`src/rtl/hzu_pkg.sv`:
```
package hzu_pkg;
  localparam int unsigned ADDR_W = 32;
  localparam int unsigned INSTR_W = 32;
  localparam int unsigned REG_W = 5;
  localparam int unsigned OPC_W = 6;
  localparam int unsigned IMM_W = 16;
  localparam logic [OPC_W-1:0] OPC_BR_EQ = 6'b000100;
  localparam int unsigned OPC_LSB = 26;
  localparam int unsigned SRC_A_LSB = 21;
  localparam int unsigned SRC_B_LSB = 16;
endpackage

```
`src/rtl/hzu_loaduse.sv`:
```
module hzu_loaduse #(
  parameter int unsigned REG_W = hzu_pkg::REG_W
) (
  input  logic             clk,
  input  logic             rst_n,
  input  logic             ex_is_load,
  input  logic [REG_W-1:0] ex_load_dst,
  input  logic [REG_W-1:0] id_src_a,
  input  logic [REG_W-1:0] id_src_b,
  output logic             stall
);
  logic hit_a, hit_b;

  always_comb begin
    hit_a = (ex_load_dst == id_src_a);
    hit_b = (ex_load_dst == id_src_b);
    stall = ex_is_load && (hit_a || hit_b);
  end

  // with no load in execute, the interlock stays quiet
  assert_no_stall_without_load_R4: assert property (@(posedge clk) disable iff (!rst_n)
    !ex_is_load |-> !stall);
endmodule

```
`src/rtl/hzu_branch.sv`:
```
module hzu_branch #(
  parameter int unsigned ADDR_W = hzu_pkg::ADDR_W,
  parameter int unsigned OPC_W  = hzu_pkg::OPC_W,
  parameter int unsigned IMM_W  = hzu_pkg::IMM_W
) (
  input  logic              clk,
  input  logic              rst_n,
  input  logic [OPC_W-1:0]  opcode,
  input  logic [IMM_W-1:0]  offset,
  input  logic [ADDR_W-1:0] next_addr,
  input  logic [ADDR_W-1:0] val_a,
  input  logic [ADDR_W-1:0] val_b,
  input  logic              hold,
  output logic              redirect,
  output logic [ADDR_W-1:0] target
);
  localparam int unsigned EXT_W = ADDR_W - IMM_W - 2;

  logic is_br, operands_eq;
  logic [ADDR_W-1:0] disp;

  always_comb begin
    is_br       = (opcode == hzu_pkg::OPC_BR_EQ);
    operands_eq = (val_a == val_b);
    disp        = {{EXT_W{offset[IMM_W-1]}}, offset, 2'b00};
    target      = next_addr + disp;
    redirect    = is_br && operands_eq && !hold;
  end

  // a redirect only ever comes from an equal-compare branch
  assert_redirect_needs_branch_R6: assert property (@(posedge clk) disable iff (!rst_n)
    redirect |-> (opcode == hzu_pkg::OPC_BR_EQ) && (val_a == val_b));
endmodule

```
`src/rtl/hzu_front.sv`:
```
module hzu_front #(
  parameter int unsigned ADDR_W   = hzu_pkg::ADDR_W,
  parameter int unsigned INSTR_W  = hzu_pkg::INSTR_W,
  parameter logic [ADDR_W-1:0] RESET_PC = '0
) (
  input  logic               clk,
  input  logic               rst_n,
  input  logic               pc_en,
  input  logic               id_en,
  input  logic               flush,
  input  logic [ADDR_W-1:0]  jump_addr,
  input  logic [INSTR_W-1:0] fetch_instr,
  output logic [ADDR_W-1:0]  pc,
  output logic [INSTR_W-1:0] id_instr,
  output logic [ADDR_W-1:0]  id_pc4
);
  localparam logic [ADDR_W-1:0] STEP = ADDR_W'(4);

  logic [ADDR_W-1:0] seq_addr;

  always_comb seq_addr = pc + STEP;

  always_ff @(posedge clk or negedge rst_n) begin
    if (!rst_n) begin
      pc <= RESET_PC;
    end else if (pc_en) begin
      pc <= flush ? jump_addr : seq_addr;
    end
  end

  always_ff @(posedge clk or negedge rst_n) begin
    if (!rst_n) begin
      id_instr <= '0;
      id_pc4   <= '0;
    end else if (id_en) begin
      id_instr <= flush ? '0 : fetch_instr;
      id_pc4   <= seq_addr;
    end
  end

  // a frozen cycle leaves the fetch address untouched
  assert_pc_hold_R5: assert property (@(posedge clk) disable iff (!rst_n)
    !pc_en |=> $stable(pc));
  // a frozen cycle leaves the fetch/decode register untouched
  assert_ifid_hold_R5: assert property (@(posedge clk) disable iff (!rst_n)
    !id_en |=> $stable(id_instr) && $stable(id_pc4));
  // a squash writes a zero word into decode
  assert_flush_zeroes_R8: assert property (@(posedge clk) disable iff (!rst_n)
    (flush && id_en) |=> (id_instr == '0));
  // a redirect lands on the computed target
  assert_redirect_lands_R6: assert property (@(posedge clk) disable iff (!rst_n)
    (flush && pc_en) |=> (pc == $past(jump_addr)));
  // sequential flow advances by one word
  assert_seq_step_R2: assert property (@(posedge clk) disable iff (!rst_n)
    (pc_en && !flush) |=> (pc == $past(pc) + STEP));
endmodule

```
`src/rtl/hzu_top.sv`:
```
module hzu_top #(
  parameter int unsigned ADDR_W  = hzu_pkg::ADDR_W,
  parameter int unsigned INSTR_W = hzu_pkg::INSTR_W,
  parameter int unsigned REG_W   = hzu_pkg::REG_W
) (
  input  logic               clk,
  input  logic               rst_n,
  input  logic [INSTR_W-1:0] fetch_instr,
  input  logic [ADDR_W-1:0]  rs_val,
  input  logic [ADDR_W-1:0]  rt_val,
  input  logic               ex_is_load,
  input  logic [REG_W-1:0]   ex_load_dst,
  output logic [ADDR_W-1:0]  pc,
  output logic [INSTR_W-1:0] id_instr,
  output logic [ADDR_W-1:0]  id_pc4,
  output logic               pc_en,
  output logic               id_en,
  output logic               bubble,
  output logic               if_flush,
  output logic [ADDR_W-1:0]  br_target
);
  localparam int unsigned OPC_W = hzu_pkg::OPC_W;
  localparam int unsigned IMM_W = hzu_pkg::IMM_W;

  logic stall, redirect;

  hzu_loaduse #(.REG_W(REG_W)) u_lu (
    .clk(clk), .rst_n(rst_n),
    .ex_is_load(ex_is_load), .ex_load_dst(ex_load_dst),
    .id_src_a(id_instr[hzu_pkg::SRC_A_LSB +: REG_W]),
    .id_src_b(id_instr[hzu_pkg::SRC_B_LSB +: REG_W]),
    .stall(stall)
  );

  hzu_branch #(.ADDR_W(ADDR_W), .OPC_W(OPC_W), .IMM_W(IMM_W)) u_br (
    .clk(clk), .rst_n(rst_n),
    .opcode(id_instr[hzu_pkg::OPC_LSB +: OPC_W]),
    .offset(id_instr[IMM_W-1:0]),
    .next_addr(id_pc4),
    .val_a(rs_val), .val_b(rt_val),
    .hold(stall),
    .redirect(redirect), .target(br_target)
  );

  always_comb begin
    bubble   = stall;
    pc_en    = !stall;
    id_en    = !stall;
    if_flush = redirect;
  end

  hzu_front #(.ADDR_W(ADDR_W), .INSTR_W(INSTR_W)) u_fe (
    .clk(clk), .rst_n(rst_n),
    .pc_en(pc_en), .id_en(id_en), .flush(if_flush),
    .jump_addr(br_target), .fetch_instr(fetch_instr),
    .pc(pc), .id_instr(id_instr), .id_pc4(id_pc4)
  );

  // the interlock always beats a redirect
  assert_stall_beats_flush_R10: assert property (@(posedge clk) disable iff (!rst_n)
    stall |-> !redirect);
endmodule

```
`config.mk`:
```
export PLATFORM = sky130hd
export DESIGN_NAME = hzu_top
export DESIGN_NICKNAME = d
export VERILOG_FILES = /design/src/rtl/hzu_pkg.sv /design/src/rtl/hzu_loaduse.sv /design/src/rtl/hzu_branch.sv /design/src/rtl/hzu_front.sv /design/src/rtl/hzu_top.sv
export SDC_FILE = /design/constraint.sdc
export NUM_CORES = 1
export LEC_CHECK = 0
export ABC_CLOCK_PERIOD_IN_PS = 2500
export BUFFER_PORTS_ARGS = -buffer_cell sky130_fd_sc_hd__buf_2
export CORE_MARGIN = 4
export CORE_UTILIZATION = 46
export DETAILED_ROUTE_END_ITERATION = 12
export HOLD_SLACK_MARGIN = 0.02
export MAX_ROUTING_LAYER = met4
export PLACE_DENSITY = 0.77
export RECOVER_POWER = 25
export SETUP_SLACK_MARGIN = 0.15
export SLEW_MARGIN = 30
export SYNTH_ARGS = -nofsm -noshare
export SYNTH_HDL_FRONTEND = slang
export SYNTH_SLANG_ARGS = --single-unit
```
`constraint.sdc`:
```
create_clock -name clk -period 2.5 [get_ports clk]
set_input_delay 0.125 -clock clk [delete_from_list [all_inputs] [get_ports clk]]
set_output_delay 0.125 -clock clk [all_outputs]
set_load 0.02 [all_outputs]
```
==> impl_metrics.json, run 1 <==
{
  "grt_pass1_wl_mm": 39.7,
  "routed_wl_mm": 27.5,
  "grt_start_max_net_pins": 70,
  "fin_ws_ns": -0.572,
  "power_leakage_nw": 4.81,
  "core_area_um2": 14500,
  "clockBufferDepth": 2,
  "outcome": "complete, but fails checks",
  "power.density_nw_per_um2": 825,
  "fp.dieW_um": 130,
  "slew_headroom_pct": 25.3,
  "antenna_found_initial": 0,
  "final_util_pct": 77.1,
  "port_buffers": 235,
  "synth_edf_count": 0,
  "drive_gt1_share_pct": 50.4,
  "critPathKind": "reg2out",
  "final_nets": 1300,
  "dieArea_um2": 16800,
  "route.detailed.drc": 0,
  "synthFlopType": "dfrtp_1",
  "area_growth_pct": 64.8,
  "reg2reg_from": "u_fe.id_pc4[16]",
  "ir_drop_uv": 753,
  "hold_viol": 0,
  "setup_viol": 36,
  "wire_per_inst_um": 20.3,
  "async_flop_share_pct": 100,
  "final_common_cell": "buf_2",
  "hp-class": "in2reg",
  "cts_buffers": 9,
  "cp.arrival_ns": 2.95,
  "syn_nets": 898,
  "yosys_warnings": 0,
  "r2r_cells": 10,
  "place_area_um2": 9330,
  "rows": 44,
  "h-tree-depth": 3,
  "hold_path_end": "u_fe.id_instr[8]",
  "timing.rr.end": "u_fe.pc[25]",
  "r2r_slack_ns": -0.29,
  "initial_utilization_pct": 46.8,
  "boundaryPins": 236,
  "fmax_ghz": 0.326,
  "diodes": 0,
  "yosysUniqueCellTypes": 68,
  "clk_pin_slew_worst_paths_ns": 0.07,
  "cap_violations": 0,
  "drtPass1Iterations": 5,
  "drt-initial-drc-count": 663,
  "clk_latency_ns": 0.36,
  "final_cell_mix": "buf_2 (208), buf_4 (148), dfrtp_1 (83), nand2_1 (78), nor2_1 (66)",
  "grt_pass1_vias": 7774,
  "synth_seq_area_share_pct": 35.3,
  "cts_root_buf": "clkbuf_16",
  "place_congestion": 0.981,
  "cts_num_sinks": 96,
  "worstSetupStartpointType": "flip-flop",
  "synth_area_per_cell_um2": 8.91,
  "place_hpwl_mm": 16.9,
  "ant_nets": 0,
  "path_max_fanout": 3,
  "rsz0062_at_grt": "yes",
  "crit_path_end_kind": "output port",
  "cts_tree": "built",
  "grt-ovfl-total": 0,
  "whs_path_depth": 3,
  "syn_area_um2": 6800,
  "fin_crit_sh_pct": 123,
  "grt_usage_pct": 30.8,
  "ys_ff_latch": 96,
  "cp.required_ns": 2.38,
  "via_per_inst": 5.78,
  "die_h_um": 130,
  "hp-start": "fetch_instr[8]",
  "violations": "negative setup slack",
  "clock_skew_ns": 0.0115,
  "tightest_slew_ns": 1.12,
  "pre_cts_slack_ns": -0.231,
  "maxSlewViolCount": 0,
  "fin_area_um2": 11200,
  "route.vias.total": 7830,
  "finalPower_w": 0.00924,
  "min_period_ns": 3.07,
  "synthCells": 763
}
[timing repair]
item,in CTS,in global routing
setup buffers,26,24
setup endpoints to repair,43,53
pin swaps,52,37
resized for setup,118,73
hold buffers,25,0
gates cloned,1,2
hold endpoints to repair,62,0
[Yosys cell counts (4+ instances only)]
library cell | count | area share, %
buf_2 | 16 | 1.2
clkbuf_1 | 13 | 0.72
nand4_1 | 9 | 0.83
nor4_1 | 11 | 1.0
mux2_2 | 8 | 1.3
or3_1 | 5 | 0.46
xnor2_1 | 44 | 5.7
buf_4 | 6 | 0.66
and4_1 | 4 | 0.52
o21ai_0 | 70 | 5.2
inv_1 | 14 | 0.77
nand2b_1 | 5 | 0.46
mux2i_1 | 34 | 5.0
o31ai_1 | 8 | 0.88
a21o_1 | 19 | 2.1
and3_1 | 10 | 0.92
xor2_1 | 54 | 7.0
nor3_1 | 12 | 0.88
a21oi_1 | 36 | 2.6
o211ai_1 | 4 | 0.44
nor2_1 | 70 | 3.9
ha_1 | 30 | 5.5
nor2b_1 | 8 | 0.74
dfrtp_1 | 96 | 35
nand3_1 | 25 | 1.8
nand2_1 | 86 | 4.7
nor3b_1 | 4 | 0.44
[routing by layer]
metal  wire [um]  GRT usage [%]
met5           0              -
met4        1140           11.1
met3        2370           6.51
met2       13500           50.9
met1       10500           37.3
[logic make-up after synthesis]
family	count (synthesis)	synth area share, %
mux	43	6.55
buf+inv	53	3.79
compound gates	175	16.4
fa+ha+maj	31	5.81
simple gates	267	19.5
flops	96	35.3
xor+xnor	98	12.6
[how the worst max path moves through the flow]
stage / depth (start not counted) / slack [ns] / to / from
5_1_grt: 11 / -0.63 / br_target[25] / u_fe.id_instr[6]
6_report: 10 / -0.57 / br_target[25] / u_fe.id_instr[6]
2_1_floorplan: 10 / -0.07 / u_fe.pc[21] / u_fe.id_pc4[14]
3_5_place_dp: 12 / -0.23 / br_target[28] / u_fe.id_instr[0]
4_1_cts: 11 / -0.48 / br_target[22] / u_fe.id_instr[15]
3_3_place_gp: 12 / -0.17 / br_target[28] / u_fe.id_instr[0]
[registers in the layout, summed over array words and instances (netlist names)]
signal	flops
u_fe.id_instr	32
u_fe.id_pc4	32
u_fe.pc	32
[worst max-delay path, stage by stage (launching register included)]
cell	delay (ns)
dfrtp_1	0.41
ha_4	0.28
a21oi_4	0.18
a2111oi_4	0.11
a31o_1	0.23
or4_4	0.52
a21oi_4	0.25
a2111oi_4	0.11
nor2b_2	0.18
xnor2_2	0.14
buf_4	0.17
[metrics by stage]
| step | setup TNS (ns) | hold slack (ns) | cells |
|---|---|---|---|
| detailed placement | -1.38 | 0.155 | 1260 |
| global placement | -1.07 | 0.155 | 1260 |
| global route | -12.19 | 0.0337 | 1354 |
| floorplan | -0.237 | -0.171 | 763 |
| CTS | -6.78 | 0.0235 | 1328 |
| finish | -9.89 | 0.0269 | 1354 |
[area by class of cell]
type	instances	area (um2)
sequential	96	2420
multi-input combinational	614	5190
timing repair buffer	429	3010
tap	184	230
clock inverter	4	27.5
inverter	15	60.1
clock buffer	12	267
fill	896	3330
[report_power, final]
part | switching (W) | total [W] | leakage [nW] | internal [W]
clock | 0.000632 | 0.00139 | 0.137 | 0.000755
sequential | 0.000305 | 0.00210 | 1.03 | 0.00180
combinational | 0.00303 | 0.00575 | 3.64 | 0.00272
Power figures use the tool's default switching activity.
==> inputs of run 2 (changes only) <==
--- a/config.mk
+++ b/config.mk
@@ -11,7 +11,6 @@
 export CORE_UTILIZATION = 46
 export DETAILED_ROUTE_END_ITERATION = 12
 export HOLD_SLACK_MARGIN = 0.02
-export MAX_ROUTING_LAYER = met4
 export PLACE_DENSITY = 0.77
 export RECOVER_POWER = 25
 export SETUP_SLACK_MARGIN = 0.15
==> run 2 against run 1 <==
Effect of this change:
- the run still ends with negative setup slack left
- total power hardly changed
- via count is 1.0% higher
- worst setup slack better by 0.0068 ns
- worst hold slack worse by 0.013 ns
- clock skew is 0.0028 ns higher
- sequential power hardly changed
- routed wire length is 1.0% higher
- design area is 1.0% lower
- global-route usage is 1.2 points lower
- largest power group unchanged
==> impl_metrics.json, run 2 (synthesized netlist as in run 1, its figures left out) <==
{
  "outcome": "complete, but fails checks",
  "violations": "negative setup slack",
  "diodes": 0,
  "path_max_fanout": 5,
  "antenna_found_initial": 0,
  "cap_violations": 0,
  "internal_power_w": 0.00528,
  "boundaryPins": 236,
  "busiest_layer": "met2",
  "drt-initial-drc-count": 715,
  "dieArea_um2": 16800,
  "die_h_um": 130,
  "core_area_um2": 14500,
  "drive_gt1_share_pct": 49.6,
  "combPwrFrac_pct": 61.6,
  "cts_root_buf": "clkbuf_16",
  "grt-ovfl-total": 0,
  "worst_path_largest_cell_delay_ns": 0.42,
  "min_period_ns": 3.06,
  "grt_pass1_vias": 7762,
  "grt_start_max_net_pins": 47,
  "clk_pin_slew_worst_paths_ns": 0.07,
  "pre_cts_slack_ns": -0.250,
  "final_common_cell": "buf_2",
  "use_met1_pct": 36.4,
  "cts_tree": "built",
  "ir_drop_uv": 745,
  "r2r_slack_ns": -0.26,
  "cts_num_sinks": 96,
  "crit_top_cell": "buf_4",
  "reg2reg_from": "u_fe.id_instr[15]",
  "place_congestion": 0.944,
  "sequentialPowerShare_pct": 22.8,
  "clock_power_share_pct": 15.6,
  "holdWs_ns": 0.0142,
  "maxSlewViolCount": 0,
  "route.detailed.drc": 0,
  "worst-path-buf-inv": 3,
  "hold_viol": 0,
  "rsz0062_at_grt": "yes",
  "fp.dieW_um": 130,
  "clockBufferDepth": 2,
  "slowest_stage": "dfrtp_1",
  "cp.required_ns": 2.38,
  "port_buffers": 235,
  "critPathKind": "reg2out",
  "initial_utilization_pct": 46.8,
  "crit_family": "compound AO/OA/AOI/OAI gates",
  "power.density_nw_per_um2": 834,
  "area_growth_pct": 63.1,
  "ant_nets": 0,
  "routed_wl_mm": 27.8,
  "worstSetupStartpointType": "flip-flop",
  "route.vias.total": 7909,
  "layout_top_registers": "u_fe.id_instr x32, u_fe.id_pc4 x32, u_fe.pc x32",
  "cp.arrival_ns": 2.94,
  "clk_latency_ns": 0.37,
  "grt_usage_pct": 29.6,
  "r2r_cells": 13,
  "via_per_inst": 5.86,
  "crit_path_end_kind": "output port",
  "whs_path_depth": 3,
  "hp-class": "in2reg",
  "h-tree-depth": 3,
  "fin_ws_ns": -0.565,
  "netSwitchingPower_w": 0.00397,
  "grt_pass1_wl_mm": 39.2,
  "use_met3_pct": 6.35,
  "tightest_slew_ns": 1.20,
  "timing.rr.end": "u_fe.pc[23]",
  "cts_buffers": 9,
  "cp.depth": 11,
  "path_cells": "ha_4 > buf_4 > a211oi_1 > nor2_1 > nor4_4 > a21oi_2 > buf_4 > a31o_4 > a21oi_2 > xnor2_2 > buf_4",
  "hold_path_end": "u_fe.id_instr[10]",
  "hp-start": "fetch_instr[10]",
  "final_cell_mix": "buf_2 (206), buf_4 (153), dfrtp_1 (83), nand2_1 (75), nor2_1 (68)",
  "p_sw_share_pct": 42.9,
  "final_nets": 1295,
  "fmax_ghz": 0.326,
  "rows": 44,
  "slew_headroom_pct": 20.2,
  "setup_viol": 37,
  "use_met2_pct": 50.8,
  "fillers": 909,
  "wire_per_inst_um": 20.6,
  "clock_skew_ns": 0.0143,
  "fin_crit_sh_pct": 123,
  "place_hpwl_mm": 16.9,
  "power_leakage_nw": 4.79,
  "drtPass1Iterations": 6
}
-- run 2: changes by cell type in the layout (fill, tap and decap cells not counted), sizes merged, moves of 2 or more --
| cell | before | now |
|---|---|---|
| dlygate4sd3 | 25 | 19 |
| clkinv | 1 | 6 |
| clkinvlp | 4 | 0 |
| buf | 399 | 397 |
-- run 2: how the worst max path moves through the flow --
stage          slack [ns]              from       endpoint
2_1_floorplan       -0.07   u_fe.id_pc4[14]    u_fe.pc[21]
3_3_place_gp        -0.16  u_fe.id_instr[0]  br_target[28]
3_5_place_dp        -0.25  u_fe.id_instr[0]  br_target[28]
4_1_cts             -0.45  u_fe.id_instr[0]  br_target[28]
5_1_grt             -0.65  u_fe.id_instr[7]  br_target[22]
6_report            -0.56  u_fe.id_instr[7]  br_target[22]
-- run 2: stage by stage --
stage                     TNS [ns]  utilization, %  instance area [um2]  total power, W  instances
after floorplan             -0.237               -                 7190         0.00446        763
after global placement      -0.981            64.2                 9330         0.00607       1261
after detailed placement     -1.69            64.2                 9330         0.00614       1261
after CTS                    -6.18            73.7                10700         0.00864       1329
after global routing        -12.64            76.3                11100         0.00966       1349
final                       -10.13            76.3                11100         0.00925       1349
-- run 2: routing by layer --
layer / part of all wire (%) / up-vias
met5: 0 / -
met4: 5.7 / 0
met3: 8.6 / 155
met2: 48 / 492
met1: 38 / 3767
li1: - / 3495
-- run 2: cell type report --
cell class | count | area (um2) | area share (%)
Clock inverter | 7 | 71.3 | 0.643
Inverter | 15 | 56.3 | 0.508
Timing Repair Buffer | 424 | 2960 | 26.7
Tap cell | 184 | 230 | 2.08
Sequential cell | 96 | 2420 | 21.8
Clock buffer | 9 | 225 | 2.03
Multi-Input combinational cell | 614 | 5130 | 46.2
-- run 2: worst register-to-register path: cells and delay by family, from the launching register on --
| kind | cells | cell delay (ns) |
|---|---|---|
| AOI/OAI and AO/OA | 2 | 0.57 |
| adders and majority gates | 1 | 0.33 |
| buffers and inverters | 5 | 0.55 |
| DFF | 1 | 0.57 |
| and+or+nand+nor | 5 | 0.65 |
-- run 2: repair_timing --
item	4_1_cts	5_1_grt
hold buffers	19	0
endpoints found under the hold margin	62	0
resized for setup	131	47
pin swaps	53	26
gates cloned	2	2
buffers inserted	31	18
endpoints found under the setup margin	43	54
-- run 2: power by group through the flow --
stage / sequential (W) / combinational [W] / clock [W]
global placement: 0.00208 / 0.00399 / 0
finish: 0.00211 / 0.00570 / 0.00144
floorplan: 0.00236 / 0.00209 / 0
detailed placement: 0.00209 / 0.00405 / 0
CTS: 0.00209 / 0.00510 / 0.00145
global route: 0.00213 / 0.00599 / 0.00153
==> inputs of run 3 (changes only) <==
--- a/config.mk
+++ b/config.mk
@@ -12,9 +12,8 @@
 export DETAILED_ROUTE_END_ITERATION = 12
 export HOLD_SLACK_MARGIN = 0.02
 export PLACE_DENSITY = 0.77
-export RECOVER_POWER = 25
 export SETUP_SLACK_MARGIN = 0.15
-export SLEW_MARGIN = 30
+export SLEW_MARGIN = 20
 export SYNTH_ARGS = -nofsm -noshare
 export SYNTH_HDL_FRONTEND = slang
 export SYNTH_SLANG_ARGS = --single-unit
==> run 3 against run 2 <==
Effect of this change:
- the run still ends with negative setup slack left
- routed wire length increased by 0.36%
- clock skew increased by 0.00091 ns
- critical path depth unchanged
- utilization increased by 0.14 points
- sequential power about the same
==> impl_metrics.json, run 3 (synthesized netlist as in run 1, its figures left out) <==
{
  "outcome": "complete, but fails checks",
  "violations": "negative setup slack",
  "diodes": 0,
  "final_cell_mix": "buf_2 (208), buf_4 (154), dfrtp_1 (83), nand2_1 (75), nor2_1 (68)",
  "rsz0062_at_grt": "yes",
  "fillers": 906,
  "clk_latency_ns": 0.37,
  "cts_tree": "built",
  "via_per_inst": 5.87,
  "fin_crit_sh_pct": 123,
  "place_area_um2": 9330,
  "slew_headroom_pct": 57.2,
  "final_nets": 1295,
  "drive_gt1_share_pct": 49.8,
  "layout_top_registers": "u_fe.id_instr x32, u_fe.id_pc4 x32, u_fe.pc x32",
  "cts_num_sinks": 96,
  "place_hpwl_mm": 16.9,
  "ir_drop_uv": 747,
  "clockBufferDepth": 2,
  "critPathKind": "reg2out",
  "area_growth_pct": 63.4,
  "drtPass1Iterations": 6,
  "fin_ws_ns": -0.570,
  "clock_skew_ns": 0.0152,
  "r2r_slack_ns": -0.27,
  "tightest_slew_ns": 0.642,
  "hold_viol": 0,
  "dieArea_um2": 16800,
  "route.vias.total": 7919,
  "cp.required_ns": 2.38,
  "hp-class": "in2reg",
  "grt-ovfl-total": 0,
  "grt_pass1_vias": 7762,
  "cp.arrival_ns": 2.95,
  "antenna_found_initial": 0,
  "ant_nets": 0,
  "place_inst": 1261,
  "cts_root_buf": "clkbuf_16",
  "die_h_um": 130,
  "port_buffers": 235,
  "drt-initial-drc-count": 756,
  "final_common_cell": "buf_2",
  "maxSlewViolCount": 0,
  "pre_cts_slack_ns": -0.250,
  "cap_violations": 0,
  "initial_utilization_pct": 46.8,
  "cts_buffers": 9,
  "grt_start_max_net_pins": 47,
  "fp.dieW_um": 130,
  "power_leakage_nw": 4.80,
  "path_max_fanout": 5,
  "worstSetupStartpointType": "flip-flop",
  "fin_area_um2": 11100,
  "core_area_um2": 14500,
  "finalPower_w": 0.00925,
  "crit_path_end_kind": "output port",
  "routed_wl_mm": 27.9,
  "instances_no_fill": 1349,
  "h-tree-depth": 3,
  "power.density_nw_per_um2": 833,
  "grt_usage_pct": 29.6,
  "place_congestion": 0.944,
  "route.detailed.drc": 0,
  "min_period_ns": 3.07,
  "boundaryPins": 236,
  "fmax_ghz": 0.326,
  "grt_pass1_wl_mm": 39.2,
  "setup_viol": 37,
  "final_util_pct": 76.4,
  "wire_per_inst_um": 20.6,
  "clk_pin_slew_worst_paths_ns": 0.07,
  "rows": 44
}
run 3: cell types whose count changed in the layout (fill, tap and decap cells not counted):
cell,change
buf_4,+1
buf_12,+1
clkbuf_2,-2
buf_2,+2
clkbuf_1,-2
run 3: repair_timing:
action | in CTS | in global routing
cloned | 2 | 2
hold endpoints to repair | 62 | 0
hold buffers | 19 | 0
endpoints found under the setup margin | 43 | 54
pin swaps | 53 | 26
buffers inserted | 31 | 18
resized for setup | 131 | 47
run 3: layout make-up:
cell class	instances	area, um2	share of cell area, %
Tap cell	184	230	2.07
Clock buffer	9	225	2.03
Sequential cell	96	2420	21.8
Clock inverter	7	71.3	0.642
Timing Repair Buffer	424	2980	26.8
Multi-Input combinational cell	614	5130	46.1
Inverter	15	56.3	0.507
run 3: metal layers:
metal	GRT usage [%]	up-vias	routed length (um)
li1	-	3488	-
met1	36.4	3785	10500
met2	50.8	507	13500
met3	6.35	139	2440
met4	11.5	0	1470
met5	0	-	0
run 3: report_power, final:
group | internal (W) | leakage (nW) | switching, W
combinational | 0.00271 | 3.62 | 0.00299
sequential | 0.00180 | 1.03 | 0.000312
clock | 0.000778 | 0.150 | 0.000666
total | 0.00528 | 4.80 | 0.00397
run 3: path summary, 6_finish.rpt:
check                                  startpoint                end  depth (start not counted)
worst max-delay path             u_fe.id_instr[7]      br_target[22]                         11
worst min-delay path              fetch_instr[10]  u_fe.id_instr[10]                          3
worst max register to register  u_fe.id_instr[15]        u_fe.pc[23]                         13
worst min register to register    u_fe.id_pc4[28]    u_fe.id_pc4[28]                          2
max in group asynchronous                   rst_n   u_fe.id_instr[4]                          3
min in group asynchronous                   rst_n   u_fe.id_instr[8]                          2
run 3: critical path, stage by stage, from the launching register on:
cell	delay, ns
dfrtp_1	0.42
ha_4	0.26
buf_4	0.17
a211oi_1	0.29
nor2_1	0.17
nor4_4	0.24
a21oi_2	0.11
buf_4	0.16
a31o_4	0.21
a21oi_2	0.20
xnor2_2	0.17
buf_4	0.19
run 3: through the flow:
step	hold WS, ns	setup TNS (ns)
final	0.0142	-10.16
after global routing	0.0255	-12.62
after CTS	0.0204	-6.18
after detailed placement	0.185	-1.69
after global placement	0.185	-0.981
after floorplan	-0.171	-0.237
